===== src/rtl/opr_pkg.sv =====
package opr_pkg;

  // Where the first address (or the direct value) comes from.
  typedef enum logic [1:0] {
    BASE_FIELD = 2'd0,
    BASE_REG   = 2'd1,
    BASE_STACK = 2'd2
  } base_sel_e;

  // Decoded request: error flag, number of chained reads, base selection.
  typedef struct packed {
    logic      err;
    logic [1:0] n_reads;
    base_sel_e base;
  } opr_plan_t;

  typedef enum logic [1:0] {
    SQ_IDLE = 2'd0,
    SQ_RD1  = 2'd1,
    SQ_RD2  = 2'd2
  } seq_state_e;

endpackage


===== src/rtl/opr_decode.sv =====
module opr_decode
  import opr_pkg::*;
#(
  parameter int unsigned                   FIELD_W    = 20,
  parameter int unsigned                   REG_ID_W   = 4,
  parameter logic [(2**REG_ID_W)-1:0]      REG_ID_MAP = 16'h1F1F
) (
  input  logic [3:0]         mode,
  input  logic [FIELD_W-1:0] field,
  output opr_plan_t          plan
);

  logic                reg_flag;
  logic [2:0]          sub;
  logic [REG_ID_W-1:0] id;
  logic                id_ok;

  assign reg_flag = mode[3];
  assign sub      = mode[2:0];
  assign id       = field[REG_ID_W-1:0];
  assign id_ok    = (field[FIELD_W-1:REG_ID_W] == '0) && REG_ID_MAP[id];

  always_comb begin
    plan.err     = 1'b0;
    plan.n_reads = 2'd0;
    plan.base    = BASE_FIELD;
    if (sub[2]) begin
      plan.err = 1'b1;
    end else if (reg_flag) begin
      plan.base = BASE_REG;
      if (sub == 3'd3 || !id_ok) plan.err = 1'b1;
      else                       plan.n_reads = sub[1:0];
    end else if (sub == 3'd3) begin
      plan.base    = BASE_STACK;
      plan.n_reads = 2'd2;
    end else begin
      plan.n_reads = sub[1:0];
    end
  end

endmodule


===== src/rtl/opr_addr_gen.sv =====
module opr_addr_gen
  import opr_pkg::*;
#(
  parameter int unsigned          W        = 20,
  parameter int unsigned          REG_ID_W = 4,
  parameter logic [REG_ID_W-1:0]  SP_ID    = '0
) (
  input  base_sel_e           base,
  input  logic                err,
  input  logic [W-1:0]        field,
  input  logic [W-1:0]        reg_data,
  output logic [REG_ID_W-1:0] reg_id,
  output logic [W-1:0]        first_addr,
  output logic [W-1:0]        direct_value
);

  // Stack-index mode always reads the stack pointer.
  assign reg_id = (base == BASE_STACK) ? SP_ID : field[REG_ID_W-1:0];

  always_comb begin
    unique case (base)
      BASE_REG:   first_addr = reg_data;
      BASE_STACK: first_addr = reg_data - field;   // wraps modulo 2^W
      default:    first_addr = field;
    endcase
  end

  always_comb begin
    if (err)                   direct_value = '0;
    else if (base == BASE_REG) direct_value = reg_data;
    else                       direct_value = field;
  end

endmodule


===== src/rtl/opr_seq.sv =====
module opr_seq
  import opr_pkg::*;
#(
  parameter int unsigned W = 20
) (
  input  logic         clk,
  input  logic         rst_n,
  input  logic         req_valid,
  output logic         req_ready,
  input  logic [1:0]   n_reads,
  input  logic         err,
  input  logic [W-1:0] first_addr,
  input  logic [W-1:0] direct_value,
  output logic         mem_rd_en,
  output logic [W-1:0] mem_addr,
  input  logic [W-1:0] mem_rdata,
  output logic         rsp_valid,
  input  logic         rsp_ready,
  output logic [W-1:0] rsp_value,
  output logic [W-1:0] rsp_addr,
  output logic         rsp_addr_valid,
  output logic         rsp_err
);

  seq_state_e   state_q;
  logic         chain_q;
  logic [W-1:0] addr_q;
  logic         fire;

  assign req_ready = (state_q == SQ_IDLE) && !rsp_valid;
  assign fire      = req_valid && req_ready;

  // First read goes out in the accepting cycle; the second is chained off
  // the returning data in the following cycle.
  assign mem_rd_en = (fire && n_reads != 2'd0) || (state_q == SQ_RD1 && chain_q);
  assign mem_addr  = (state_q == SQ_IDLE) ? first_addr : mem_rdata;

  always_ff @(posedge clk or negedge rst_n) begin
    if (!rst_n) begin
      state_q        <= SQ_IDLE;
      chain_q        <= 1'b0;
      addr_q         <= '0;
      rsp_valid      <= 1'b0;
      rsp_value      <= '0;
      rsp_addr       <= '0;
      rsp_addr_valid <= 1'b0;
      rsp_err        <= 1'b0;
    end else begin
      if (rsp_valid && rsp_ready) rsp_valid <= 1'b0;
      unique case (state_q)
        SQ_IDLE: begin
          if (fire) begin
            if (n_reads == 2'd0) begin
              rsp_valid      <= 1'b1;
              rsp_value      <= direct_value;
              rsp_addr       <= '0;
              rsp_addr_valid <= 1'b0;
              rsp_err        <= err;
            end else begin
              state_q <= SQ_RD1;
              chain_q <= (n_reads == 2'd2);
              addr_q  <= first_addr;
            end
          end
        end
        SQ_RD1: begin
          if (chain_q) begin
            state_q <= SQ_RD2;
            addr_q  <= mem_rdata;
          end else begin
            state_q        <= SQ_IDLE;
            rsp_valid      <= 1'b1;
            rsp_value      <= mem_rdata;
            rsp_addr       <= addr_q;
            rsp_addr_valid <= 1'b1;
            rsp_err        <= 1'b0;
          end
        end
        default: begin
          state_q        <= SQ_IDLE;
          rsp_valid      <= 1'b1;
          rsp_value      <= mem_rdata;
          rsp_addr       <= addr_q;
          rsp_addr_valid <= 1'b1;
          rsp_err        <= 1'b0;
        end
      endcase
    end
  end

  assert_hold_R9: assert property (@(posedge clk) disable iff (!rst_n)
    rsp_valid && !rsp_ready |=> rsp_valid && $stable(rsp_value) &&
      $stable(rsp_addr) && $stable(rsp_addr_valid) && $stable(rsp_err));

  assert_no_accept_pending_R9: assert property (@(posedge clk) disable iff (!rst_n)
    rsp_valid |-> !req_ready);

  assert_err_clean_R8: assert property (@(posedge clk) disable iff (!rst_n)
    rsp_valid && rsp_err |-> rsp_value == '0 && !rsp_addr_valid);

  assert_chain_done_R3: assert property (@(posedge clk) disable iff (!rst_n)
    state_q == SQ_RD2 |=> rsp_valid && rsp_addr_valid);

  assert_quiet_pending_R1: assert property (@(posedge clk) disable iff (!rst_n)
    rsp_valid |-> !mem_rd_en);

endmodule


===== src/rtl/opr_resolver.sv =====
module opr_resolver
  import opr_pkg::*;
#(
  parameter int unsigned              W          = 20,
  parameter int unsigned              REG_ID_W   = 4,
  parameter logic [(2**REG_ID_W)-1:0] REG_ID_MAP = 16'h1F1F,
  parameter logic [REG_ID_W-1:0]      SP_ID      = '0
) (
  input  logic                clk,
  input  logic                rst_n,
  input  logic                req_valid,
  output logic                req_ready,
  input  logic [W+3:0]        req_spec,
  output logic                rsp_valid,
  input  logic                rsp_ready,
  output logic [W-1:0]        rsp_value,
  output logic [W-1:0]        rsp_addr,
  output logic                rsp_addr_valid,
  output logic                rsp_err,
  output logic                mem_rd_en,
  output logic [W-1:0]        mem_addr,
  input  logic [W-1:0]        mem_rdata,
  output logic [REG_ID_W-1:0] reg_id,
  input  logic [W-1:0]        reg_rdata
);

  localparam int unsigned SPEC_W = W + 4;

  logic [3:0]   mode;
  logic [W-1:0] field;
  opr_plan_t    plan;
  logic [W-1:0] first_addr;
  logic [W-1:0] direct_value;

  assign mode  = req_spec[SPEC_W-1:W];
  assign field = req_spec[W-1:0];

  opr_decode #(
    .FIELD_W   (W),
    .REG_ID_W  (REG_ID_W),
    .REG_ID_MAP(REG_ID_MAP)
  ) u_decode (
    .mode (mode),
    .field(field),
    .plan (plan)
  );

  opr_addr_gen #(
    .W       (W),
    .REG_ID_W(REG_ID_W),
    .SP_ID   (SP_ID)
  ) u_addr_gen (
    .base        (plan.base),
    .err         (plan.err),
    .field       (field),
    .reg_data    (reg_rdata),
    .reg_id      (reg_id),
    .first_addr  (first_addr),
    .direct_value(direct_value)
  );

  opr_seq #(
    .W(W)
  ) u_seq (
    .clk           (clk),
    .rst_n         (rst_n),
    .req_valid     (req_valid),
    .req_ready     (req_ready),
    .n_reads       (plan.n_reads),
    .err           (plan.err),
    .first_addr    (first_addr),
    .direct_value  (direct_value),
    .mem_rd_en     (mem_rd_en),
    .mem_addr      (mem_addr),
    .mem_rdata     (mem_rdata),
    .rsp_valid     (rsp_valid),
    .rsp_ready     (rsp_ready),
    .rsp_value     (rsp_value),
    .rsp_addr      (rsp_addr),
    .rsp_addr_valid(rsp_addr_valid),
    .rsp_err       (rsp_err)
  );

  assert_err_no_read_R8: assert property (@(posedge clk) disable iff (!rst_n)
    req_valid && req_ready && (mode[2] || mode == 4'hB) |-> !mem_rd_en);

  assert_imm_no_read_R1: assert property (@(posedge clk) disable iff (!rst_n)
    req_valid && req_ready && (mode == 4'h0 || mode == 4'h8) |-> !mem_rd_en);

  assert_stack_uses_sp_R4: assert property (@(posedge clk) disable iff (!rst_n)
    req_valid && req_ready && mode == 4'h3 |-> reg_id == SP_ID && mem_rd_en);

endmodule


===== config.mk =====
export PLATFORM = sky130hd
export DESIGN_NAME = opr_resolver
export DESIGN_NICKNAME = d
export VERILOG_FILES = /design/src/rtl/opr_pkg.sv /design/src/rtl/opr_decode.sv /design/src/rtl/opr_addr_gen.sv /design/src/rtl/opr_seq.sv /design/src/rtl/opr_resolver.sv
export SDC_FILE = /design/constraint.sdc
export NUM_CORES = 1
export LEC_CHECK = 0
export ABC_CLOCK_PERIOD_IN_PS = 4800
export BUFFER_PORTS_ARGS = -buffer_cell sky130_fd_sc_hd__buf_2
export CELL_PAD_IN_SITES_DETAIL_PLACEMENT = 1
export CELL_PAD_IN_SITES_GLOBAL_PLACEMENT = 2
export CORE_MARGIN = 2
export CORE_UTILIZATION = 32
export CTS_CLUSTER_SIZE = 20
export DETAILED_ROUTE_END_ITERATION = 16
export GPL_TIMING_DRIVEN = 1
export PLACE_DENSITY_LB_ADDON = 0.1
export SKIP_LAST_GASP = 1
export SLEW_MARGIN = 10
export SYNTH_ARGS = -nofsm -noshare
export SYNTH_HDL_FRONTEND = slang
export SYNTH_SLANG_ARGS = --single-unit

===== constraint.sdc =====
create_clock -name clk -period 4.8 [get_ports clk]
set_clock_uncertainty 0.15 [all_clocks]
set_input_delay 0.24 -clock clk [delete_from_list [all_inputs] [get_ports clk]]
set_output_delay 0.24 -clock clk [all_outputs]
set_load 0.01 [all_outputs]

==> results_dict.tcl <==
set metrics [dict create \
    start_util_pct 32.9 \
    htree_levels 3 \
    synth-edff-count 0 \
    synth_area_per_cell_um2 7.79 \
    pre_cts_slack_ps 1480 \
    drt_pre_antenna_iters 5 \
    grt_overflow 0 \
    fp.coreArea_um2 14600 \
    timing.fmax_mhz 298 \
    cts_max_path_buffers 2 \
    synth_area_um2 4800 \
    max_cap_viol_count 0 \
    end_kind "primary output" \
    final_area_um2 5950 \
    yosys_warnings 0 \
    grt_max_degree 67 \
    critPathLaunchType "input port" \
    placed_area_um2 5630 \
    vias 5051 \
    mostFrequentLayoutCell "buf_2" \
    synth_flop_cell "dfrtp_1" \
    hold_class "input port to register" \
    antenna_found_initial 1 \
    worst_pin_slew_ps 853 \
    leakagePower_nw 2.86 \
    cts.sinks 66 \
    finalCritPeriodShare_pct 69.8 \
    setup_ws_ps 1450 \
    power_mw 2.28 \
    yosysTopAreaCellShare_pct 34.4 \
    routed_wl_mm 18.5 \
    cts_setup_buffers 0 \
    io_pins 137 \
    grt_pass1_wl_mm 29.1 \
    status "finished, final reports clean" \
    track_usage_pct 23.1 \
    fill_cells 1797 \
    syn2layout_area_growth_pct 23.8 \
    cts-buffers-inserted 9 \
    worst-path-max-fanout 4 \
    multi_input_area_um2 2880 \
    post-route-min-period_ps 3350 \
    cts_tree "done" \
    root_buffer "clkbuf_16" \
    setup_tns_ps 0 \
    fp.dieW_um 127 \
    die-area_um2 16000 \
    gp_congestion 0.822 \
    critPathKind "input port to primary output" \
    ys_seq_area_share_pct 34.4 \
    syn_nets 705 \
    drcViolationCount 0 \
    die_h_um 127 \
    wl_per_cell_um 20.0 \
    rows 44 \
    rsz0062_at_grt "false" \
    grt_pass1_vias 4956 \
    insertion_delay_ps 340 \
    final_cell_mix "buf_2, nand2_1, a21oi_1, dfrtp_1, o21ai_0" \
    required_ps 4410 \
    slew_headroom_pct 42.7 \
    synth_area_leaders "dfrtp_1, nand2_1, a21oi_1" \
    initialDrtViolationCount 322 \
    ys_ff_latch 66 \
    dpl.hpwl_mm 14.3 \
    avgViaCountPerCell 5.45 \
    path_clk_slew_ps 60 \
    ant_nets 0 \
    synthCells 617 \
    post-route-util_pct 40.8 \
    regArea_um2 1650 \
    setup_violations 0 \
    drive_gt1_share_pct 24.7 \
    async_reset_ff_share_pct 100 \
    nets 825 \
    slew_viol_final 0 \
    p_per_area_nw_per_um2 383 \
    ir_drop_mv 0.239 \
    crit_arrival_ps 2960 \
    hold_violations 0 \
    synth_top_area_cell "dfrtp_1" \
    yosysUniqueCellTypes 68 \
    ff2ff_setup_slack_ps 2150 \
    portBuffers 136 \
]
## what timing repair did
item	in CTS	in global routing
hold buffers	1	0
resized for setup	0	0
hold endpoints to repair	66	0
## final cells by class
class	instances	share of cell area (%)
antenna	1	0.0421
clock buffer	9	3.79
clock inverter	7	1.30
inverter	29	1.83
multi-input combinational	484	48.5
sequential	66	27.8
tap	184	3.87
timing repair buffer	147	12.9
## worst max-delay path, cell delays in order
cell and delay, ps:
buf_2 110, inv_1 50, ha_1 170, inv_1 60, fa_1 400, a21o_1 190
a21oi_2 210, nor3_1 120, o31ai_4 350, a21oi_2 110, o31a_1 260, nor3_1 390
a21oi_1 130, buf_2 160
## synthesized netlist by cell type, types with 2 or more instances
library cell	count
dfrtp_1	66
nor4_1	7
a211oi_1	4
buf_1	2
nor3_1	12
buf_2	10
o21ai_1	12
clkbuf_1	24
a2111o_1	2
a211o_1	2
a31oi_1	5
a22o_1	21
o21ai_0	45
o211ai_1	3
nand2_1	112
or2_2	3
ha_1	19
xnor2_1	5
a22oi_1	7
o22ai_1	9
o2111ai_1	2
o41ai_2	2
nor2b_1	9
a221oi_1	3
nand2b_1	4
mux2i_1	2
o31ai_1	3
a21boi_0	2
a21oi_2	3
inv_1	28
or3_1	7
a21oi_1	75
xor2_1	4
o21ai_2	4
and3_1	2
nor2_1	40
a21o_1	9
o21a_1	5
o221ai_1	3
nand4_1	2
and2_1	4
nand3_1	5
o31a_1	4
## cells by family after synthesis
logic type	count (synthesis)	share of synthesized area (%)
flops	66	34.4
fa+ha+maj	20	5.37
simple gates	216	20.1
xor+xnor	9	1.64
buf+inv	67	5.73
mux	2	0.417
compound gates	237	32.3
## metrics by stage
stage | hold WS, ps | std cells
final | 6.83 | 927
after detailed placement | 318 | 909
after global routing | 34.9 | 927
after floorplan | -206 | 617
after CTS | 0.237 | 926
after global placement | 304 | 909
## where the power goes
group          leakage (nW)  total (mW)  internal [mW]  switching, mW
logic                  1.86       0.778          0.311          0.467
clock network         0.146       0.660          0.405          0.255
registers             0.855       0.837          0.728          0.109
## sequential cells by signal, indices dropped and copies added (netlist names)
| signal | cells |
|---|---|
| u_seq.rsp_err | 1 |
| u_seq.state_q | 2 |
| u_seq.chain_q | 1 |
| u_seq.addr_q | 20 |
| u_seq.rsp_value | 20 |
| u_seq.rsp_addr_valid | 1 |
| u_seq.rsp_addr | 20 |
| u_seq.rsp_valid | 1 |
## worst paths after layout
path / from / endpoint / cells after the start
setup reg to reg: u_seq.state_q[0] / u_seq.addr_q[18] / 8
hold / removal: req_spec[20] / u_seq.chain_q / 2
hold reg to reg: u_seq.addr_q[4] / u_seq.addr_q[4] / 1
max in group asynchronous: rst_n / u_seq.rsp_value[7] / 3
min in group asynchronous: rst_n / u_seq.rsp_value[14] / 3
setup / recovery: reg_rdata[0] / mem_addr[16] / 14
## metal layers
metal  global-route usage, %  part of all wire (%)
met5                       0                     0
met4                    5.56                   1.3
met3                    2.32                   4.1
met2                    34.1                    44
met1                    36.0                    51
Power figures use the tool's default switching activity.
